<file path="src/rtl/sramc_pkg.sv">
package sramc_pkg;

    typedef enum logic [2:0] {
        ST_IDLE,
        ST_RD_ACCESS,
        ST_RD_DONE,
        ST_WR_SETUP,
        ST_WR_PULSE,
        ST_WR_RECOVER,
        ST_TURNAROUND
    } ctrl_state_e;

    // Round a time in picoseconds up to whole clock cycles, never below one.
    function automatic int ps_to_cycles(int t_ps, int clk_ps);
        int c;
        c = (t_ps + clk_ps - 1) / clk_ps;
        return (c < 1) ? 1 : c;
    endfunction

    function automatic int imax(int a, int b);
        return (a > b) ? a : b;
    endfunction

endpackage

</file>
<file path="src/rtl/sramc_timer.sv">
module sramc_timer #(
    parameter int CNT_W = 3
) (
    input  logic             clk,
    input  logic             rst_n,
    input  logic             load,
    input  logic [CNT_W-1:0] load_val,
    output logic             done
);
    logic [CNT_W-1:0] cnt_d, cnt_q;

    always_comb begin
        cnt_d = cnt_q;
        if (load) begin
            cnt_d = load_val;
        end else if (cnt_q != '0) begin
            cnt_d = cnt_q - 1'b1;
        end
    end

    always_ff @(posedge clk or negedge rst_n) begin
        if (!rst_n) cnt_q <= '0;
        else        cnt_q <= cnt_d;
    end

    assign done = (cnt_q == '0);
endmodule

</file>
<file path="src/rtl/sramc_datapath.sv">
module sramc_datapath #(
    parameter int ADDR_W = 17,
    parameter int DATA_W = 8
) (
    input  logic              clk,
    input  logic              rst_n,
    input  logic              accept,
    input  logic [ADDR_W-1:0] req_addr,
    input  logic [DATA_W-1:0] req_wdata,
    input  logic              capture,
    input  logic [DATA_W-1:0] dq_in,
    output logic [ADDR_W-1:0] addr,
    output logic [DATA_W-1:0] wdata,
    output logic [DATA_W-1:0] rdata
);
    typedef struct packed {
        logic [ADDR_W-1:0] addr;
        logic [DATA_W-1:0] wdata;
        logic [DATA_W-1:0] rdata;
    } dp_regs_t;

    dp_regs_t dp_d, dp_q;

    always_comb begin
        dp_d = dp_q;
        if (accept) begin
            dp_d.addr  = req_addr;
            dp_d.wdata = req_wdata;
        end
        if (capture) begin
            dp_d.rdata = dq_in;
        end
    end

    always_ff @(posedge clk or negedge rst_n) begin
        if (!rst_n) dp_q <= '0;
        else        dp_q <= dp_d;
    end

    assign addr  = dp_q.addr;
    assign wdata = dp_q.wdata;
    assign rdata = dp_q.rdata;
endmodule

</file>
<file path="src/rtl/sram_async_ctrl.sv">
module sram_async_ctrl
    import sramc_pkg::*;
#(
    parameter int ADDR_W    = 17,
    parameter int DATA_W    = 8,
    parameter int CLK_PS    = 8000,
    parameter int T_RC_PS   = 45000,
    parameter int T_AA_PS   = 45000,
    parameter int T_DOE_PS  = 22000,
    parameter int T_HZOE_PS = 18000,
    parameter int T_WC_PS   = 45000,
    parameter int T_AS_PS   = 0,
    parameter int T_AW_PS   = 35000,
    parameter int T_PWE_PS  = 35000,
    parameter int T_SD_PS   = 25000
) (
    input  logic              clk,
    input  logic              rst_n,
    input  logic              req_valid,
    output logic              req_ready,
    input  logic              req_write,
    input  logic [ADDR_W-1:0] req_addr,
    input  logic [DATA_W-1:0] req_wdata,
    output logic              rsp_valid,
    output logic [DATA_W-1:0] rsp_rdata,
    output logic [ADDR_W-1:0] sram_addr,
    output logic              sram_sel_n,
    output logic              sram_sel,
    output logic              sram_oe_n,
    output logic              sram_we_n,
    output logic [DATA_W-1:0] sram_dq_out,
    output logic              sram_dq_oe,
    input  logic [DATA_W-1:0] sram_dq_in
);
    // Interval lengths in clock cycles
    localparam int N_RD  = imax(imax(ps_to_cycles(T_RC_PS, CLK_PS), ps_to_cycles(T_AA_PS, CLK_PS)),
                                ps_to_cycles(T_DOE_PS, CLK_PS));
    localparam int N_WS  = ps_to_cycles(T_AS_PS, CLK_PS);
    localparam int N_PWE = imax(imax(ps_to_cycles(T_PWE_PS, CLK_PS), ps_to_cycles(T_SD_PS, CLK_PS)),
                                ps_to_cycles(T_AW_PS, CLK_PS));
    localparam int N_REC_RAW = ps_to_cycles(T_WC_PS, CLK_PS) - N_WS - N_PWE;
    localparam int N_REC = (N_REC_RAW < 1) ? 1 : N_REC_RAW;
    localparam int N_TA  = ps_to_cycles(T_HZOE_PS, CLK_PS);
    localparam int N_MAX = imax(imax(N_RD, N_WS), imax(imax(N_PWE, N_REC), N_TA));
    localparam int CNT_W = $clog2(N_MAX + 1);

    typedef struct packed {
        ctrl_state_e state;
        logic        sel_n;
        logic        sel;
        logic        oe_n;
        logic        we_n;
        logic        dq_oe;
        logic        rsp_valid;
    } ctrl_regs_t;

    localparam ctrl_regs_t IDLE_REGS = '{
        state: ST_IDLE, sel_n: 1'b1, sel: 1'b0, oe_n: 1'b1,
        we_n: 1'b1, dq_oe: 1'b0, rsp_valid: 1'b0
    };

    ctrl_regs_t       r_d, r_q;
    logic             accept;
    logic             capture;
    logic             tmr_load;
    logic             tmr_done;
    logic [CNT_W-1:0] tmr_val;

    assign req_ready = (r_q.state == ST_IDLE);
    assign accept    = req_valid && req_ready;

    always_comb begin
        r_d           = r_q;
        r_d.rsp_valid = 1'b0;
        tmr_load      = 1'b0;
        tmr_val       = '0;
        capture       = 1'b0;
        unique case (r_q.state)
            ST_IDLE: begin
                if (accept) begin
                    r_d.sel_n = 1'b0;
                    r_d.sel   = 1'b1;
                    tmr_load  = 1'b1;
                    if (req_write) begin
                        r_d.state = ST_WR_SETUP;
                        r_d.dq_oe = 1'b1;
                        tmr_val   = CNT_W'(N_WS - 1);
                    end else begin
                        r_d.state = ST_RD_ACCESS;
                        r_d.oe_n  = 1'b0;
                        tmr_val   = CNT_W'(N_RD - 1);
                    end
                end
            end
            ST_RD_ACCESS: begin
                if (tmr_done) begin
                    capture       = 1'b1;
                    r_d.state     = ST_RD_DONE;
                    r_d.sel_n     = 1'b1;
                    r_d.sel       = 1'b0;
                    r_d.oe_n      = 1'b1;
                    r_d.rsp_valid = 1'b1;
                end
            end
            ST_RD_DONE: begin
                r_d.state = ST_TURNAROUND;
                tmr_load  = 1'b1;
                tmr_val   = CNT_W'(N_TA - 1);
            end
            ST_TURNAROUND: begin
                if (tmr_done) r_d.state = ST_IDLE;
            end
            ST_WR_SETUP: begin
                if (tmr_done) begin
                    r_d.state = ST_WR_PULSE;
                    r_d.we_n  = 1'b0;
                    tmr_load  = 1'b1;
                    tmr_val   = CNT_W'(N_PWE - 1);
                end
            end
            ST_WR_PULSE: begin
                if (tmr_done) begin
                    r_d.state = ST_WR_RECOVER;
                    r_d.we_n  = 1'b1;
                    tmr_load  = 1'b1;
                    tmr_val   = CNT_W'(N_REC - 1);
                end
            end
            ST_WR_RECOVER: begin
                if (tmr_done) begin
                    r_d.state = ST_IDLE;
                    r_d.sel_n = 1'b1;
                    r_d.sel   = 1'b0;
                    r_d.dq_oe = 1'b0;
                end
            end
            default: r_d = IDLE_REGS;
        endcase
    end

    always_ff @(posedge clk or negedge rst_n) begin
        if (!rst_n) r_q <= IDLE_REGS;
        else        r_q <= r_d;
    end

    sramc_timer #(.CNT_W(CNT_W)) u_timer (
        .clk      (clk),
        .rst_n    (rst_n),
        .load     (tmr_load),
        .load_val (tmr_val),
        .done     (tmr_done)
    );

    sramc_datapath #(.ADDR_W(ADDR_W), .DATA_W(DATA_W)) u_datapath (
        .clk       (clk),
        .rst_n     (rst_n),
        .accept    (accept),
        .req_addr  (req_addr),
        .req_wdata (req_wdata),
        .capture   (capture),
        .dq_in     (sram_dq_in),
        .addr      (sram_addr),
        .wdata     (sram_dq_out),
        .rdata     (rsp_rdata)
    );

    assign sram_sel_n = r_q.sel_n;
    assign sram_sel   = r_q.sel;
    assign sram_oe_n  = r_q.oe_n;
    assign sram_we_n  = r_q.we_n;
    assign sram_dq_oe = r_q.dq_oe;
    assign rsp_valid  = r_q.rsp_valid;

    // Window counters used only by the checks below
    logic [CNT_W:0] we_low_cnt;
    logic [CNT_W:0] oe_gap_cnt;

    always_ff @(posedge clk or negedge rst_n) begin
        if (!rst_n) begin
            we_low_cnt <= '0;
            oe_gap_cnt <= '1;
        end else begin
            we_low_cnt <= (!r_q.we_n) ? ((we_low_cnt == '1) ? we_low_cnt : we_low_cnt + 1'b1) : '0;
            oe_gap_cnt <= (r_q.oe_n) ? ((oe_gap_cnt == '1) ? oe_gap_cnt : oe_gap_cnt + 1'b1) : '0;
        end
    end

    AST_IDLE_DESELECTED: assert property (@(posedge clk) disable iff (!rst_n)
        req_ready |-> (sram_sel_n && !sram_sel && sram_oe_n && sram_we_n && !sram_dq_oe));
    AST_WE_NEEDS_SELECT: assert property (@(posedge clk) disable iff (!rst_n)
        !sram_we_n |-> (!sram_sel_n && sram_sel && sram_oe_n));
    AST_WE_MIN_PULSE: assert property (@(posedge clk) disable iff (!rst_n)
        $rose(sram_we_n) |-> (we_low_cnt >= (CNT_W+1)'(N_PWE)));
    AST_WE_ENDS_FIRST: assert property (@(posedge clk) disable iff (!rst_n)
        !sram_we_n |=> (!sram_sel_n && sram_sel && sram_dq_oe && $stable(sram_addr)));
    AST_RSP_PULSE: assert property (@(posedge clk) disable iff (!rst_n)
        rsp_valid |=> !rsp_valid);
    AST_NO_CONTENTION: assert property (@(posedge clk) disable iff (!rst_n)
        !(sram_dq_oe && !sram_oe_n));
    AST_TURNAROUND: assert property (@(posedge clk) disable iff (!rst_n)
        $rose(sram_dq_oe) |-> (oe_gap_cnt >= (CNT_W+1)'(N_TA)));
endmodule

</file>
<file path="config.mk">
export PLATFORM = sky130hd
export DESIGN_NAME = sram_async_ctrl
export DESIGN_NICKNAME = d
export VERILOG_FILES = /design/src/rtl/sramc_pkg.sv /design/src/rtl/sramc_timer.sv /design/src/rtl/sramc_datapath.sv /design/src/rtl/sram_async_ctrl.sv
export SDC_FILE = /design/constraint.sdc
export NUM_CORES = 1
export LEC_CHECK = 0
export ABC_CLOCK_PERIOD_IN_PS = 2280
export BUFFER_PORTS_ARGS = -buffer_cell sky130_fd_sc_hd__buf_2
export CAP_MARGIN = 20
export CORE_ASPECT_RATIO = 1.2
export CORE_MARGIN = 5
export CORE_UTILIZATION = 48
export DETAILED_ROUTE_END_ITERATION = 10
export PLACE_DENSITY = 0.78
export SYNTH_ARGS = -nofsm -noshare
export SYNTH_HDL_FRONTEND = slang
export SYNTH_SLANG_ARGS = --single-unit
</file>
<file path="constraint.sdc">
create_clock -name clk -period 2.28 [get_ports clk]
set_input_delay 0.228 -clock clk [delete_from_list [all_inputs] [get_ports clk]]
set_output_delay 0.228 -clock clk [all_outputs]
set_load 0.005 [all_outputs]
</file>
==> results of run 1 <==
## logic make-up after synthesis
kind of cell    count (synthesis)
simple gates                   22
fa+ha+maj                       2
mux                            35
buf+inv                        18
compound gates                 28
flops                          45
## critical path, delay by kind of cell, from the launching register on
kind	cells	cell delay, ns
mux	1	0.38
simple gates	2	0.45
buf+inv	2	0.27
flops	1	0.38
fa+ha+maj	1	0.21
## final timing paths
path                                  endpoint  slack [ns]  cells after the start
setup / recovery           u_datapath.rdata[6]        0.48                      6
hold / removal             u_datapath.wdata[2]      0.0002                      2
setup reg to reg           u_datapath.rdata[6]        0.48                      6
hold reg to reg            u_datapath.rdata[7]        0.50                      1
max in group asynchronous            sram_we_n        1.90                      2
min in group clk           u_datapath.addr[14]        0.16                      2
## flip-flops by register name, indices dropped and copies added, names as in the netlist, 3 cells and up
register,cells
u_datapath.rdata,8
u_datapath.wdata,8
r_q,3
u_timer.cnt_q,3
u_datapath.addr,17
## synthesized netlist by cell type, drive strengths merged
library cell,n,area (sq um)
a211oi,1,7.51
a21boi,1,7.51
a21oi,7,35.0
a221o,1,10.0
a22o,1,8.76
a2bb2oi,2,17.5
a31o,1,8.76
a32o,1,10.0
a32oi,1,8.76
buf,4,45.0
clkbuf,7,27.5
dfrtp,42,1050
dfstp,3,78.8
ha,2,25.0
inv,7,26.3
mux2,33,447
mux2i,2,20.0
nand2,5,18.8
nand2b,3,26.3
nand3,2,10.0
nor2,5,18.8
nor2b,1,6.26
nor3,3,15.0
nor3b,1,7.51
nor4b,1,8.76
o21a,1,7.51
o21ai,6,30.0
o22a,2,17.5
o22ai,3,18.8
or3,1,6.26
## cell type report
class | instances | area [sq um]
fillers | 355 | 1630
flip-flops and latches | 45 | 1130
multi-input cells | 87 | 797
repair buffers | 81 | 418
clock buffers | 6 | 82.6
well taps | 56 | 70.1
inverters | 7 | 26.3
clock inverters | 2 | 13.8
## routing by layer
layer	vias to the layer above	wire (microns)	track usage, %
met3	5	283	5.20
met1	698	1760	18.3
met4	0	37	5.08
met5	-	0	0
met2	62	1980	25.3
li1	684	-	-
## power by group
part           internal, mW  switching, mW  leakage [nW]
logic                 0.974          0.685         0.727
registers              1.22          0.254         0.532
clock network         0.246          0.257        0.0512
total                  2.44           1.20          1.31
==> summary.txt, run 1 <==
Routing
  • DRC Markers: 0
  • WL/cell: 14.3 microns
  • Vias per cell: about 5.1
  • Vias: 1449
  • Final Routed Wirelength: 4050 microns
  • Antenna-violating nets left: 0
  • Drt pass-1 iters: 4
  • Drt initial violations: 69

Critical path
  • CP Cell Sequence: inv_1 -> ha_1 -> nor2b_1 -> buf_4 -> nand3_1 -> mux2_2
  • WP data required: 2.46 ns
  • Crit-path max FO: 9
  • Type of the worst setup path: flop to flop
  • Critical Path Max Stage Delay: about 0.38 ns
  • CP Launch Type: flop
  • RR Startpoint: u_timer.cnt_q[0]
  • Crit end category: flop
  • Critical Path Start: u_timer.cnt_q[0]
  • Worst path slowest cell: dfrtp_1
  • CP arrival: between 1.5 and 2 ns

Global route
  • Grt ovf: 0
  • Vias in the first global route: 1492
  • Pin count of the biggest net entering global routing: 46
  • Initial antenna violation count: 0
  • Global-route wire length before repair: between 6000 and 7000 microns
  • Tot GR Track Use: roughly 15%

Clock tree
  • Root buffer cell: clkbuf_8
  • CTS H-tree lvls: 2
  • CTS Sinks: 45
  • PostCTS Resize Cnt: 0
  • CTS clk-pin slew, worst paths: 0.08 ns
  • Worst-Skew Late Latency: around 0.29 ns
  • CTS Buf Count: 5
  • Postcts setup bufs: 0
  • CTS tree: built
  • Hold_buf cts: 0
  • Clk buf depth: 2

STA
  • Slew Limit Fails: 0
  • Final period utilization: 78.9%
  • Setup Viol. Count Final: 0
  • PnR worst setup slack: 0.482 ns
  • Crit path time final: about 1.8 ns
  • Final Hold Viols: 0
  • Post-Route Skew: 0.00656 ns
  • Highest Clock Rate: ~0.56 GHz
  • Setup TNS: 0 ns
  • Worst slew pin tran: between 0.5 and 0.6 ns
  • Final hold slack: 0.000188 ns
  • Relative slew slack: 64.0%
  • RSZ-0062 raised after global routing: no

Flow run
  • Max Cap Violations: 0

Die
  • Core area: 0.00416 sq mm
  • Die Span X: 69.3 microns
  • Number of placement rows: 26
  • Die Y: slightly above 80 microns
  • Starting Density: 48.6%
  • Die area: 0.00562 sq mm
  • Ports: between 70 and 80

Pwr
  • Total chip power: 3.64 mW
  • Peak VDD IR: approximately 0.00067 V
  • Lkg Pwr: 1.31 nW
  • PwrDens: about 1400 mW/mm^2

Worst hold path
  • Hold crit path type: input port to asynchronous set/reset pin

Logic synthesis
  • Simple-Gate Fraction of Synth Area: slightly below 6%
  • Largest family of logic cells by synthesized area: multiplexers
  • Post-synthesis instance total: 150
  • Post-synth net total: 189
  • Library cells used by synthesis: 33
  • Warnings from Yosys: 0
  • Compound-Gate Fraction of Synth Area: 9.26%
  • Register area share after synthesis: 55.8%
  • Post-synthesis mux area share: between 20% and 30%
  • XOR/XNOR Fraction of Synth Area: 0%
  • Synthesized flop and latch total: 45
  • Mean Syn Cell Area: about 14 sq um
  • Synth Area in Adders: 1.24%
  • Synthesized area: roughly 0.0020 sq mm

Place
  • Placement Cell Area: 0.00244 sq mm
  • Pre-CTS setup slack: 0.505 ns
  • Buffers on Ports: 76
  • Inst Count DP: around 280
  • Post-DP HPWL: 3030 microns
  • RePlAce Congestion: 0.762

Cells and area
  • Area added between synthesis and finish: 25.3%
  • Final Util: roughly 61%
  • N_diodes: 0
  • Layout cells sized above 1: 55.7%
  • Most frequent cells in the layout: 76 x buf_2, 42 x dfrtp_1, 20 x mux2_4
  • Final non-filler cell total: 284
  • Finished layout cell area: 0.00254 sq mm
  • Final #Nets: between 200 and 300
  • Commonest non-fill, non-tap cell in the layout: buf_2

Run status
  • Status: completed
(Power assumes the default switching activity.)
==> run 2, diff against run 1 <==
- ABC_CLOCK_PERIOD_IN_PS: 2280 -> 1700
- clock period: 2.28 -> 1.7 ns (I/O delays scaled with it)
==> summary.txt, run 2 (synthesized netlist as in run 1, its figures left out) <==
Run status
  • Status: completed (unchanged)

Pwr
  • Power share of the combinational group: 48.0% (was 45.6%)
  • Clock Power Share: 13.4% (was 13.8%)
  • Lkg Pwr: 1.35 nW (was 1.31 nW)
  • NetSw: 1.65 mW (was 1.20 mW)
  • Int Power: 3.37 mW (was 2.44 mW)
  • Switching share of power: 32.8% (was 32.9%)
  • Peak VDD IR: 0.00103 V (was 0.000672 V)
  • Reg power frac: 38.6% (was 40.6%)
  • PwrDens: 1920 mW/mm^2 (was 1430 mW/mm^2)

Global route
  • Vias in the first global route: 1405 (was 1492)
  • Grt ovf: 0 (unchanged)
  • Initial antenna violation count: 0 (unchanged)
  • Pin count of the biggest net entering global routing: 26 (was 46)
  • Global-route wire length before repair: 6810 microns (was 6760 microns)
  • Tot GR Track Use: 15.2% (was 15.1%)

Critical path
  • CP arrival: 1.78 ns (was 1.98 ns)
  • Crit-path max FO: 4 (was 9)
  • Crit end category: flop (unchanged)
  • WP data required: 1.88 ns (was 2.46 ns)
  • Type of the worst setup path: flop to flop (unchanged)
  • CP Launch Type: flop (unchanged)

Die
  • Starting Density: 48.6% (unchanged)
  • Die Span X: 69.3 microns (unchanged)
  • Number of placement rows: 26 (unchanged)
  • Die area: 0.00562 sq mm (unchanged)
  • Die Y: 81.2 microns (unchanged)
  • Ports: 77 (unchanged)
  • Core area: 0.00416 sq mm (unchanged)

STA
  • Post-Route Skew: 0.0110 ns (was 0.00656 ns)
  • Slew Limit Fails: 0 (unchanged)
  • Final Hold Viols: 0 (unchanged)
  • Setup TNS: 0 ns (unchanged)
  • Worst slew pin tran: 0.550 ns (was 0.540 ns)
  • Setup Viol. Count Final: 0 (unchanged)
  • Relative slew slack: 63.3% (was 64.0%)
  • Final period utilization: 94.5% (was 78.9%)
  • Crit path time final: 1.61 ns (was 1.80 ns)
  • Highest Clock Rate: 0.622 GHz (was 0.556 GHz)

Cells and area
  • Final non-filler cell total: 289 (was 284)
  • Final #Nets: 271 (was 266)
  • Most frequent cells in the layout: 76 x buf_2, 42 x dfrtp_1, 20 x mux2_4 (unchanged)
  • Largest register FFs: 17 (unchanged)
  • N_diodes: 0 (unchanged)
  • Layout cells sized above 1: 57.5% (was 55.7%)
  • Commonest non-fill, non-tap cell in the layout: buf_2 (unchanged)
  • Area added between synthesis and finish: 29.3% (was 25.3%)
  • Finished layout cell area: 0.00262 sq mm (was 0.00254 sq mm)

Clock tree
  • CTS Sinks: 45 (unchanged)
  • Root buffer cell: clkbuf_8 (unchanged)
  • Postcts setup bufs: 0 (unchanged)
  • CTS H-tree lvls: 2 (unchanged)
  • Worst-Skew Late Latency: 0.29 ns (about the same)
  • CTS clk-pin slew, worst paths: 0.09 ns (was 0.08 ns)
  • CTS Buf Count: 5 (unchanged)
  • CTS tree: built (unchanged)
  • Clk buf depth: 2 (unchanged)

Routing
  • Antenna-violating nets left: 0 (unchanged)
  • Vias: 1481 (was 1449)
  • Drt initial violations: 75 (was 69)
  • Drt pass-1 iters: 4 (unchanged)
  • WL/cell: 14.6 microns (was 14.3 microns)
  • DRC Markers: 0 (unchanged)
  • Final Routed Wirelength: 4230 microns (was 4050 microns)
  • Vias per cell: 5.12 (was 5.10)

Place
  • Inst Count DP: 280 (was 276)
  • Placement Cell Area: 0.00250 sq mm (was 0.00244 sq mm)
  • RePlAce Congestion: 0.828 (was 0.762)
  • Buffers on Ports: 76 (unchanged)
  • Post-DP HPWL: 3170 microns (was 3030 microns)

Flow run
  • Max Cap Violations: 0 (unchanged)

Worst hold path
  • Hold crit path type: input port to flop (was input port to asynchronous set/reset pin)
==> run 2: cell count changes in the layout (fill, tap and decap cells not counted), sizes merged <==
cell / change
dlygate4sd3: +1
buf: +4
==> run 2: critical path, stage by stage, from the launching register on <==
cell,delay [ns]
dfrtp_1,0.39
inv_1,0.10
ha_1,0.21
nor4b_1,0.26
buf_4,0.18
a221o_1,0.13
o22ai_1,0.06
a21boi_2,0.16
==> run 2: layout make-up <==
| class | instances | area, sq um |
|---|---|---|
| clock inverter | 2 | 13.8 |
| inverter | 7 | 26.3 |
| clock buffer | 6 | 82.6 |
| timing repair buffer | 86 | 483 |
| fill | 342 | 1550 |
| tap | 56 | 70.1 |
| multi-input combinational | 87 | 813 |
| sequential | 45 | 1130 |
==> run 2: power by group through the flow <==
| stage | combinational [mW] | clock, mW | sequential, mW |
|---|---|---|---|
| 2_1_floorplan | 1.53 | 0 | 1.96 |
| 3_3_place_gp | 2.35 | 0 | 1.91 |
| 3_5_place_dp | 2.38 | 0 | 1.96 |
| 4_1_cts | 2.40 | 0.711 | 1.93 |
| 5_1_grt | 2.67 | 0.759 | 2.01 |
| 6_report | 2.41 | 0.672 | 1.94 |
==> run 2: timing repair <==
action | 4_1_cts | 5_1_grt
gates resized for setup | 0 | 4
endpoints found under the setup margin | 0 | 14
hold buffers | 1 | 0
hold endpoints to repair | 24 | 0
==> run 2: routing by layer <==
metal	up-vias	wire length [microns]	track usage, %
met4	0	78	6.45
met3	8	332	5.69
li1	693	-	-
met5	-	0	0
met1	711	1790	18.6
met2	69	2030	24.3
==> run 2: final timing paths <==
kind	from	endpoint	slack [ns]	cells past startpoint
max in group asynchronous	rst_n	sram_we_n	0.71	3
max reg2reg	u_timer.cnt_q[0]	u_timer.cnt_q[1]	0.09	7
min reg2reg	u_datapath.rdata[7]	u_datapath.rdata[7]	0.51	1
max	u_timer.cnt_q[0]	u_timer.cnt_q[1]	0.09	7
min	sram_dq_in[4]	u_datapath.rdata[4]	0.1	2
min in group asynchronous	rst_n	u_datapath.addr[14]	0.40	2
==> run 2: through the flow <==
step           util [%]  hold slack [ns]  setup slack [ns]  total power, mW
6_report           62.9           0.0995            0.0933             5.02
5_1_grt            62.9           0.0797           -0.0497             5.43
4_1_cts            62.5           0.0853            0.0125             5.05
3_5_place_dp       59.9            0.189            0.0394             4.34
3_3_place_gp       59.9            0.192            0.0794             4.27
2_1_floorplan         -           -0.126            0.0131             3.49
==> run 3, diff against run 2 <==
- BUFFER_PORTS_ARGS: -buffer_cell sky130_fd_sc_hd__buf_2 -> default
- CORE_UTILIZATION: 48 -> 50
- DONT_BUFFER_PORTS: default -> 1
- PLACE_DENSITY: 0.78 -> default
==> summary.txt, run 3 (synthesized netlist as in run 1, its figures left out) <==
Pwr
  • NetSw: 1.55 mW (was 1.65 mW)
  • Reg power frac: 44.6% (was 38.6%)
  • PwrDens: 2060 mW/mm^2 (was 1920 mW/mm^2)
  • Lkg Pwr: 1.06 nW (was 1.35 nW)
  • Power share of the combinational group: 39.1% (was 48.0%)
  • Clock Power Share: 16.3% (was 13.4%)
  • Peak VDD IR: 0.000870 V (was 0.00103 V)
  • Switching share of power: 32.7% (was 32.8%)
  • Int Power: 3.18 mW (was 3.37 mW)

Critical path
  • CP arrival: 1.80 ns (was 1.78 ns)
  • Type of the worst setup path: flop to flop (unchanged)
  • Reg2reg setup slack: 0.07 ns (was 0.09 ns)
  • RR Endpoint: u_timer.cnt_q[1] (unchanged)
  • WP data required: 1.87 ns (was 1.88 ns)
  • Critical Path Max Stage Delay: 0.39 ns (about the same)
  • FF-to-FF path depth: 6 (was 7)
  • Worst path slowest cell: dfrtp_1 (unchanged)
  • RR Startpoint: u_timer.cnt_q[0] (unchanged)
  • Crit end category: flop (unchanged)
  • CP Launch Type: flop (unchanged)
  • CP Cell Sequence: inv_1 -> ha_1 -> nor4b_2 -> a221o_1 -> o22ai_1 -> a21boi_2 (was inv_1 -> ha_1 -> nor4b_1 -> buf_4 -> a221o_1 -> o22ai_1 -> a21boi_2)
  • Crit-path max FO: 4 (unchanged)

Clock tree
  • CTS tree: built (unchanged)
  • CTS clk-pin slew, worst paths: 0.08 ns (was 0.09 ns)
  • Postcts setup bufs: 0 (unchanged)
  • CTS Sinks: 45 (unchanged)
  • CTS H-tree lvls: 2 (unchanged)
  • CTS Buf Count: 5 (unchanged)
  • Clk buf depth: 2 (unchanged)
  • Worst-Skew Late Latency: 0.29 ns (about the same)
  • Root buffer cell: clkbuf_8 (unchanged)

STA
  • RSZ-0062 raised after global routing: yes
  • Highest Clock Rate: 0.612 GHz (was 0.622 GHz)
  • Worst slew pin tran: 0.375 ns (was 0.550 ns)
  • Final Hold Viols: 0 (unchanged)
  • Slew Limit Fails: 0 (unchanged)
  • Final period utilization: 96.1% (was 94.5%)
  • Setup Viol. Count Final: 0 (unchanged)
  • Post-Route Skew: 0.00768 ns (was 0.0110 ns)
  • Crit path time final: 1.63 ns (was 1.61 ns)
  • Final hold slack: 0.0273 ns (was 0.0995 ns)
  • Relative slew slack: 74.9% (was 63.3%)

Cells and area
  • Most frequent cells in the layout: 42 x dfrtp_1, 20 x mux2_4, 13 x mux2_2 (was 76 x buf_2, 42 x dfrtp_1, 20 x mux2_4)
  • N_diodes: 0 (unchanged)
  • Final #Nets: 197 (was 271)
  • Largest register FFs: 17 (unchanged)
  • Layout cells sized above 1: 36.5% (was 57.5%)
  • Area added between synthesis and finish: 13.2% (was 29.3%)
  • Commonest non-fill, non-tap cell in the layout: dfrtp_1 (was buf_2)
  • Finished layout cell area: 0.00229 sq mm (was 0.00262 sq mm)

Routing
  • Vias: 1210 (was 1481)
  • Drt pass-1 iters: 4 (unchanged)
  • Antenna-violating nets left: 0 (unchanged)
  • Vias per cell: 5.68 (was 5.12)
  • WL/cell: 18.2 microns (was 14.6 microns)
  • DRC Markers: 0 (unchanged)
  • Drt initial violations: 56 (was 75)
  • Final Routed Wirelength: 3870 microns (was 4230 microns)

Worst hold path
  • Hold Path Depth: 1 (was 2)
  • HP Start: sram_dq_in[3] (was sram_dq_in[4])
  • Hold crit path type: input port to flop (unchanged)
  • Hold EP: u_datapath.rdata[3] (was u_datapath.rdata[4])

Flow run
  • Max Cap Violations: 0 (unchanged)

Global route
  • Initial antenna violation count: 0 (unchanged)
  • Tot GR Track Use: 14.8% (was 15.2%)
  • Pin count of the biggest net entering global routing: 46 (was 26)
  • Vias in the first global route: 1336 (was 1405)
  • Global-route wire length before repair: 6110 microns (was 6810 microns)
  • Grt ovf: 0 (unchanged)

Die
  • Ports: 77 (unchanged)
  • Core area: 0.00394 sq mm (was 0.00416 sq mm)
  • Starting Density: 51.4% (was 48.6%)
  • Die area: 0.00543 sq mm (was 0.00562 sq mm)
  • Die Y: 79.7 microns (was 81.2 microns)
  • Die Span X: 68.1 microns (was 69.3 microns)
  • Number of placement rows: 25 (was 26)

Place
  • RePlAce Congestion: 0.825 (was 0.828)
  • Buffers on Ports: 0 (was 76)
  • Placement Cell Area: 0.00211 sq mm (was 0.00250 sq mm)
  • Post-DP HPWL: 2810 microns (was 3170 microns)

Run status
  • Status: completed (unchanged)
-- run 3: timing repair --
action / 4_1_cts / 5_1_grt
resized for setup: 2 / 2
hold endpoints to repair: 45 / 2
setup endpoints to repair: 11 / 11
hold buffers: 2 / 2
pin swaps: 0 / 1
-- run 3: final cells by class --
type,instances,area [sq um]
fill,330,1650
sequential,45,1130
multi-input combinational,87,815
timing repair buffer,12,143
clock buffer,6,72.6
tap,54,67.6
clock inverter,2,38.8
inverter,7,26.3
-- run 3: power by group through the flow --
stage               combinational, mW  sequential (mW)  clock [mW]
floorplan                        1.53             1.96           0
global placement                 1.73             2.11           0
detailed placement               1.78             2.13           0
CTS                              1.83             2.12       0.809
global route                     2.03             2.17       0.858
finish                           1.85             2.11       0.771
-- run 3: per-stage QoR --
stage	power, mW	worst slack [ns]	setup TNS, ns	util, %	cells
global placement	3.84	-0.0234	-0.0397	53.4	201
global route	5.06	-0.0342	-0.170	58.2	213
floorplan	3.49	0.0131	0	-	150
detailed placement	3.91	-0.0318	-0.0787	53.4	201
finish	4.73	0.0660	0	58.2	213
CTS	4.76	0.0193	0	57.4	211
-- run 3: critical path, delay by kind of cell (launching register included) --
kind	cells	cell delay (ns)
simple gates	1	0.35
compound gates	3	0.46
fa+ha+maj	1	0.21
buf+inv	1	0.10
flops	1	0.39
-- run 3: per-layer routing --
layer	GRT usage, %	share of wire [%]	vias up	routed length [microns]
li1	-	-	545	-
met1	16.3	37	593	1420
met2	24.5	50	64	1940
met3	6.62	12	8	470
met4	5.57	1.2	0	48
met5	0	0	-	0
-- run 3: how the worst max path moves through the flow --
stage	start	end	slack [ns]	cells past startpoint
after floorplan	u_timer.cnt_q[0]	u_datapath.rdata[0]	0.01	6
after global placement	u_timer.cnt_q[0]	u_timer.cnt_q[0]	-0.02	5
after detailed placement	u_timer.cnt_q[0]	u_timer.cnt_q[0]	-0.03	5
after CTS	u_timer.cnt_q[0]	u_timer.cnt_q[2]	0.02	6
after global routing	u_timer.cnt_q[0]	u_timer.cnt_q[1]	-0.03	6
final	u_timer.cnt_q[0]	u_timer.cnt_q[1]	0.07	6
